## config.mk

```make
export PLATFORM = sky130hd
export DESIGN_NAME = alt_arb
export DESIGN_NICKNAME = d
export VERILOG_FILES = /design/src/rtl/alt_arb_pkg.sv /design/src/rtl/alt_arb_top_sel.sv /design/src/rtl/alt_arb_dma_sel.sv /design/src/rtl/alt_arb_hold.sv /design/src/rtl/alt_arb.sv
export SDC_FILE = /design/constraint.sdc
export NUM_CORES = 1
export LEC_CHECK = 0
export ABC_CLOCK_PERIOD_IN_PS = 1000
export BUFFER_PORTS_ARGS = -buffer_cell sky130_fd_sc_hd__buf_2
export CAP_MARGIN = 40
export CORE_AREA = 3 3 40 42
export CTS_CLUSTER_SIZE = 20
export DETAILED_ROUTE_END_ITERATION = 8
export DIE_AREA = 0 0 43 45
export GPL_ROUTABILITY_DRIVEN = 0
export GPL_TIMING_DRIVEN = 0
export PLACE_DENSITY = 0.49
export RECOVER_POWER = 100
export SYNTH_ARGS = -nofsm -noshare
export SYNTH_HDL_FRONTEND = slang
export SYNTH_SLANG_ARGS = --single-unit
```

## constraint.sdc

```tcl
create_clock -name clk -period 1 [get_ports clk]
set_input_delay 0.1 -clock clk [delete_from_list [all_inputs] [get_ports clk]]
set_output_delay 0.1 -clock clk [all_outputs]
set_load 0.01 [all_outputs]
```

## src/rtl/alt_arb_pkg.sv

```systemverilog
package alt_arb_pkg;
  localparam int unsigned NUM_DMA = 2;
  localparam int unsigned NUM_REQ = NUM_DMA + 1;

  typedef enum logic [1:0] {
    OWN_NONE = 2'd0,
    OWN_TGT  = 2'd1,
    OWN_DMA0 = 2'd2,
    OWN_DMA1 = 2'd3
  } owner_t;

  // Channel chosen inside the DMA group; meaningful only when a request is up.
  function automatic logic pick_dma_ch(input logic [NUM_DMA-1:0] req, input logic pref);
    if (req[pref]) return pref;
    return ~pref;
  endfunction

  // Grant vector layout: bit 0 target, bit 1 DMA0, bit 2 DMA1.
  function automatic logic [NUM_REQ-1:0] owner_to_gnt(input owner_t o);
    case (o)
      OWN_TGT:  return 3'b001;
      OWN_DMA0: return 3'b010;
      OWN_DMA1: return 3'b100;
      default:  return 3'b000;
    endcase
  endfunction
endpackage

```

## src/rtl/alt_arb_top_sel.sv

```systemverilog
module alt_arb_top_sel (
  input  logic clk,
  input  logic rst_n,
  input  logic decide,
  input  logic tgt_req,
  input  logic dma_any,
  output logic tgt_win,
  output logic dma_win,
  output logic pref_dma
);
  always_comb begin
    tgt_win = decide && tgt_req && (!dma_any || !pref_dma);
    dma_win = decide && dma_any && !tgt_win;
  end

  always_ff @(posedge clk) begin
    if (!rst_n)       pref_dma <= 1'b0;
    else if (tgt_win) pref_dma <= 1'b1;
    else if (dma_win) pref_dma <= 1'b0;
  end

  assert_flag_idle_R8: assert property (@(posedge clk) disable iff (!rst_n)
    (!tgt_req && !dma_any) |=> $stable(pref_dma));
endmodule

```

## src/rtl/alt_arb_dma_sel.sv

```systemverilog
module alt_arb_dma_sel
  import alt_arb_pkg::*;
(
  input  logic               clk,
  input  logic               rst_n,
  input  logic [NUM_DMA-1:0] dma_req,
  input  logic               take,
  output logic               win_ch,
  output logic               pref
);
  always_comb win_ch = pick_dma_ch(dma_req, pref);

  always_ff @(posedge clk) begin
    if (!rst_n)    pref <= 1'b0;
    else if (take) pref <= ~win_ch;
  end

  assert_dma_flag_R5: assert property (@(posedge clk) disable iff (!rst_n)
    !take |=> $stable(pref));
endmodule

```

## src/rtl/alt_arb_hold.sv

```systemverilog
module alt_arb_hold
  import alt_arb_pkg::*;
(
  input  logic               clk,
  input  logic               rst_n,
  input  owner_t             next_owner,
  input  logic [NUM_REQ-1:0] done,
  output logic [NUM_REQ-1:0] gnt,
  output logic               idle
);
  owner_t owner;
  logic   owner_done;

  always_comb begin
    gnt        = owner_to_gnt(owner);
    idle       = (owner == OWN_NONE);
    owner_done = |(gnt & done);
  end

  always_ff @(posedge clk) begin
    if (!rst_n)          owner <= OWN_NONE;
    else if (idle)       owner <= next_owner;
    else if (owner_done) owner <= OWN_NONE;
  end

  assert_onehot_R1: assert property (@(posedge clk) disable iff (!rst_n)
    $onehot0(gnt));
  assert_hold_R6: assert property (@(posedge clk) disable iff (!rst_n)
    ((gnt != '0) && !owner_done) |=> (gnt == $past(gnt)));
  assert_release_R7: assert property (@(posedge clk) disable iff (!rst_n)
    owner_done |=> (gnt == '0));
endmodule

```

## src/rtl/alt_arb.sv

```systemverilog
module alt_arb
  import alt_arb_pkg::*;
(
  input  logic               clk,
  input  logic               rst_n,
  input  logic               tgt_req,
  input  logic               tgt_done,
  input  logic [NUM_DMA-1:0] dma_req,
  input  logic [NUM_DMA-1:0] dma_done,
  output logic               tgt_gnt,
  output logic [NUM_DMA-1:0] dma_gnt
);
  logic               idle, dma_any, tgt_win, dma_win, pref_dma;
  logic               dma_take, dma_ch, dma_pref;
  logic [NUM_REQ-1:0] gnt_vec;
  owner_t             next_owner;

  always_comb begin
    dma_any  = |dma_req;
    dma_take = dma_win;
    if (tgt_win)      next_owner = OWN_TGT;
    else if (dma_win) next_owner = dma_ch ? OWN_DMA1 : OWN_DMA0;
    else              next_owner = OWN_NONE;
  end

  alt_arb_top_sel u_top (
    .clk(clk), .rst_n(rst_n), .decide(idle), .tgt_req(tgt_req),
    .dma_any(dma_any), .tgt_win(tgt_win), .dma_win(dma_win), .pref_dma(pref_dma)
  );

  alt_arb_dma_sel u_dma (
    .clk(clk), .rst_n(rst_n), .dma_req(dma_req), .take(dma_take),
    .win_ch(dma_ch), .pref(dma_pref)
  );

  alt_arb_hold u_hold (
    .clk(clk), .rst_n(rst_n), .next_owner(next_owner),
    .done({dma_done, tgt_done}), .gnt(gnt_vec), .idle(idle)
  );

  assign tgt_gnt = gnt_vec[0];
  assign dma_gnt = gnt_vec[NUM_REQ-1:1];

  assert_grant_next_R2: assert property (@(posedge clk) disable iff (!rst_n)
    (idle && (tgt_req || dma_any)) |=> ({dma_gnt, tgt_gnt} != '0));
  assert_top_flag_R3: assert property (@(posedge clk) disable iff (!rst_n)
    $rose(tgt_gnt) |-> pref_dma);
  assert_dma0_flag_R4: assert property (@(posedge clk) disable iff (!rst_n)
    $rose(dma_gnt[0]) |-> (dma_pref && !pref_dma));
  assert_dma1_flag_R4: assert property (@(posedge clk) disable iff (!rst_n)
    $rose(dma_gnt[1]) |-> (!dma_pref && !pref_dma));
endmodule

```

==> load_flow_metrics.sql <==
INSERT INTO impl_metrics (metric_group, metric, value, unit) VALUES
('power', 'p_per_area', '1560', 'nW/µm²'),
('sta', 'fin_worst_setup_slack', '-44.5', 'ps'),
('sta', 'setup-violations-final', '4', ''),
('die', 'ioPinCount', '11', ''),
('power', 'irDropWorstVdd', '0.000603', 'V'),
('routing', 'routed_wire_per_std_cell', '9.57', 'µm'),
('global_route', 'largest_net_degree_at_the_start_of_global_routing', '8', ''),
('cells_and_area', 'multi_input_comb_area', '161', 'µm²'),
('sta', 'tightest_slew', '143', 'ps'),
('clock_tree', 'tritoncts_num_sinks', '4', ''),
('critical_path', 'worst_setup_path_start_kind', 'register', ''),
('placed_design', 'place_ws', '-4.53', 'ps'),
('sta', 'slew_viol_final', '0', ''),
('die', 'fp.dieH', '45', 'µm'),
('clock_tree', 'ctsRootBufferMaster', 'clkbuf_4', ''),
('outcome', 'violated_checks', 'negative setup slack', ''),
('die', 'core_region_area', '1280', 'µm²'),
('clock_tree', 'insertion_delay', '240', 'ps'),
('routing', 'route.final.wire_length', '536', 'µm'),
('critical_path', 'crit_path_end_kind', 'output pin', ''),
('sta', 'finalCritPeriodShare', '104', '%'),
('sta', 'fmaxAchievable', '957', 'MHz'),
('cells_and_area', 'layout_commonest_cell', 'buf_2', ''),
('global_route', 'via_count_of_the_first_global_routing_pass', '221', ''),
('synthesis', 'syn-mean-instance-area', '9.34', 'µm²'),
('cells_and_area', 'final-instance-count-excl-fill', '56', ''),
('routing', 'detail_route.drc_violations', '0', ''),
('global_route', 'grt_antenna_before_repair', '0', ''),
('sta', 'finalWorstPathRequiredPeriod', '1040', 'ps'),
('die', 'die_width', '43', 'µm'),
('cells_and_area', 'ff_latch_area', '87.6', 'µm²'),
('synthesis', 'post-synth-top-area-fraction', '33.0', '%'),
('critical_path', 'timing.critical_path.fanout_max', '6', ''),
('synthesis', 'muxShareOfSynthArea', '8.25', '%'),
('synthesis', 'synthAdderAreaFrac', '0', '%'),
('cells_and_area', 'drive_gt1_share', '53.7', '%'),
('sta', 'clock_skew', '1.49', 'ps'),
('die', 'num_rows', '13', ''),
('worst_hold_path', 'holdCritPathClass', 'input port to register', ''),
('worst_hold_path', 'hold_path_depth', '2', ''),
('power', 'leakagePower', '0.166', 'nW'),
('routing', 'detailroute.via_count', '245', ''),
('die', 'initial_core_util', '18.9', '%'),
('critical_path', 'timing.critical_path.required', '900', 'ps'),
('sta', 'final.hold.worst_slack', '116', 'ps'),
('critical_path', 'timing.setup.critical_path_class', 'register to output pin', ''),
('global_route', 'total_global_routing_track_utilization', '6.25', '%'),
('synthesis', 'library_cell_occupying_the_most_area_in_the_post_synthesis_netlist', 'dfxtp_1', ''),
('routing', 'drt_first_iter_violations', '4', ''),
('synthesis', 'synth.area.top_cells', 'dfxtp_1 (33%), mux2i_1 (8.2%), and2b_2 (7.2%)', ''),
('placed_design', 'portBuffers', '10', ''),
('synthesis', 'syn_area', '243', 'µm²'),
('cells_and_area', 'area_growth_synth_to_finish', '57.2', '%'),
('routing', 'route.antenna.remaining_nets', '0', ''),
('die', 'fp.dieArea', '1940', 'µm²'),
('synthesis', 'yosysWarnings', '0', ''),
('outcome', 'status', 'complete, but fails checks', ''),
('sta', 'timing_hold_violations_final', '0', ''),
('synthesis', 'fraction_of_the_mapped_netlist_area_in_simple_logic_gates', '26.3', '%'),
('routing', 'drt-vias-per-instance', '4.38', ''),
('synthesis', 'postSynthNetCount', '34', ''),
('critical_path', 'worst_r2r_path_depth', '4', ''),
('synthesis', 'synth_compound_area_share', '29.4', '%'),
('clock_tree', 'cts_htree_levels', '1', ''),
('clock_tree', 'cts_made_buffers', '3', ''),
('synthesis', 'synth-xor-area-share', '0', '%'),
('cells_and_area', 'layout.cells.most_common_list', 'buf_2 (7), clkbuf_4 (3), buf_6 (3)', ''),
('flow_run', 'max_cap_violation_count', '0', ''),
('cells_and_area', 'finalNetCount', '51', ''),
('critical_path', 'worst-endpoint-arrival', '940', 'ps'),
('cells_and_area', 'insertedDiodeCount', '0', '');
per-stage QoR:
stage	cell area, µm²	power [W]	setup TNS [ps]	util (%)
CTS	375	0.000605	-113	29.2
floorplan	243	0.000303	0	-
global placement	312	0.000351	-1.82	24.2
detailed placement	312	0.000353	-4.53	24.2
global route	382	0.000643	-396	29.7
finish	382	0.000596	-93.2	29.7
flip-flops by register name (all words and copies together), names as in the netlist:
name / flops
u_dma.pref: 1
u_hold.owner: 2
u_top.pref_dma: 1
worst max-delay path: stages, from the launching register on:
cell and delay (ps):
dfxtp_4 370, and2b_2 220, buf_6 110
what timing repair did:
action,CTS,global route
setup buffers,2,0
pin swaps,1,3
setup endpoints to repair,4,7
hold endpoints to repair,0,0
hold buffers,0,0
resized for setup,8,2
power breakdown:
group          leakage (nW)  switching, W  internal, W  total [W]
registers            0.0344     0.0000247     0.000186   0.000210
clock network        0.0138     0.0000720     0.000135   0.000207
logic                 0.118     0.0000742     0.000105   0.000179
synthesized netlist by cell type:
cell       instances
nand2b_1           1
nand2_1            1
and2b_2            2
o21a_1             1
and4_1             1
and2_2             1
o21ai_0            1
mux2i_1            2
nor2_4             1
a31oi_1            1
dfxtp_1            4
a21boi_0           2
o211ai_1           2
and3b_1            1
a21oi_1            1
inv_1              2
o2111ai_1          1
a32oi_1            1
cell families (layout without fill, tap and decap cells):
group | after synthesis | count (layout)
AO/OA/AOI/OAI | 10 | 10
AND/OR/NAND/NOR | 8 | 8
buffers and inverters | 2 | 17
flip-flops | 4 | 4
multiplexers | 2 | 2
layout make-up:
cell class | count | share of cell area [%]
inverters | 2 | 1.97
flip-flops and latches | 4 | 23.0
repair buffers | 12 | 22.0
well taps | 15 | 4.92
clock buffers | 3 | 5.90
multi-input cells | 20 | 42.3
per-layer routing:
layer	vias up	track usage, %	wire length [µm]
met5	-	0	0
met2	6	10.5	318
met4	0	3.61	0
met1	110	6.04	185
met3	0	3.59	32
li1	129	-	-
path summary, 6_finish.rpt:
check,from,to,slack (ps)
setup / recovery,u_hold.owner[0],dma_gnt[0],-40
hold reg to reg,u_hold.owner[1],u_hold.owner[1],500
hold / removal,rst_n,u_dma.pref,120
setup reg to reg,u_hold.owner[1],u_dma.pref,-20
No activity file was read; power rests on OpenSTA's default activity.
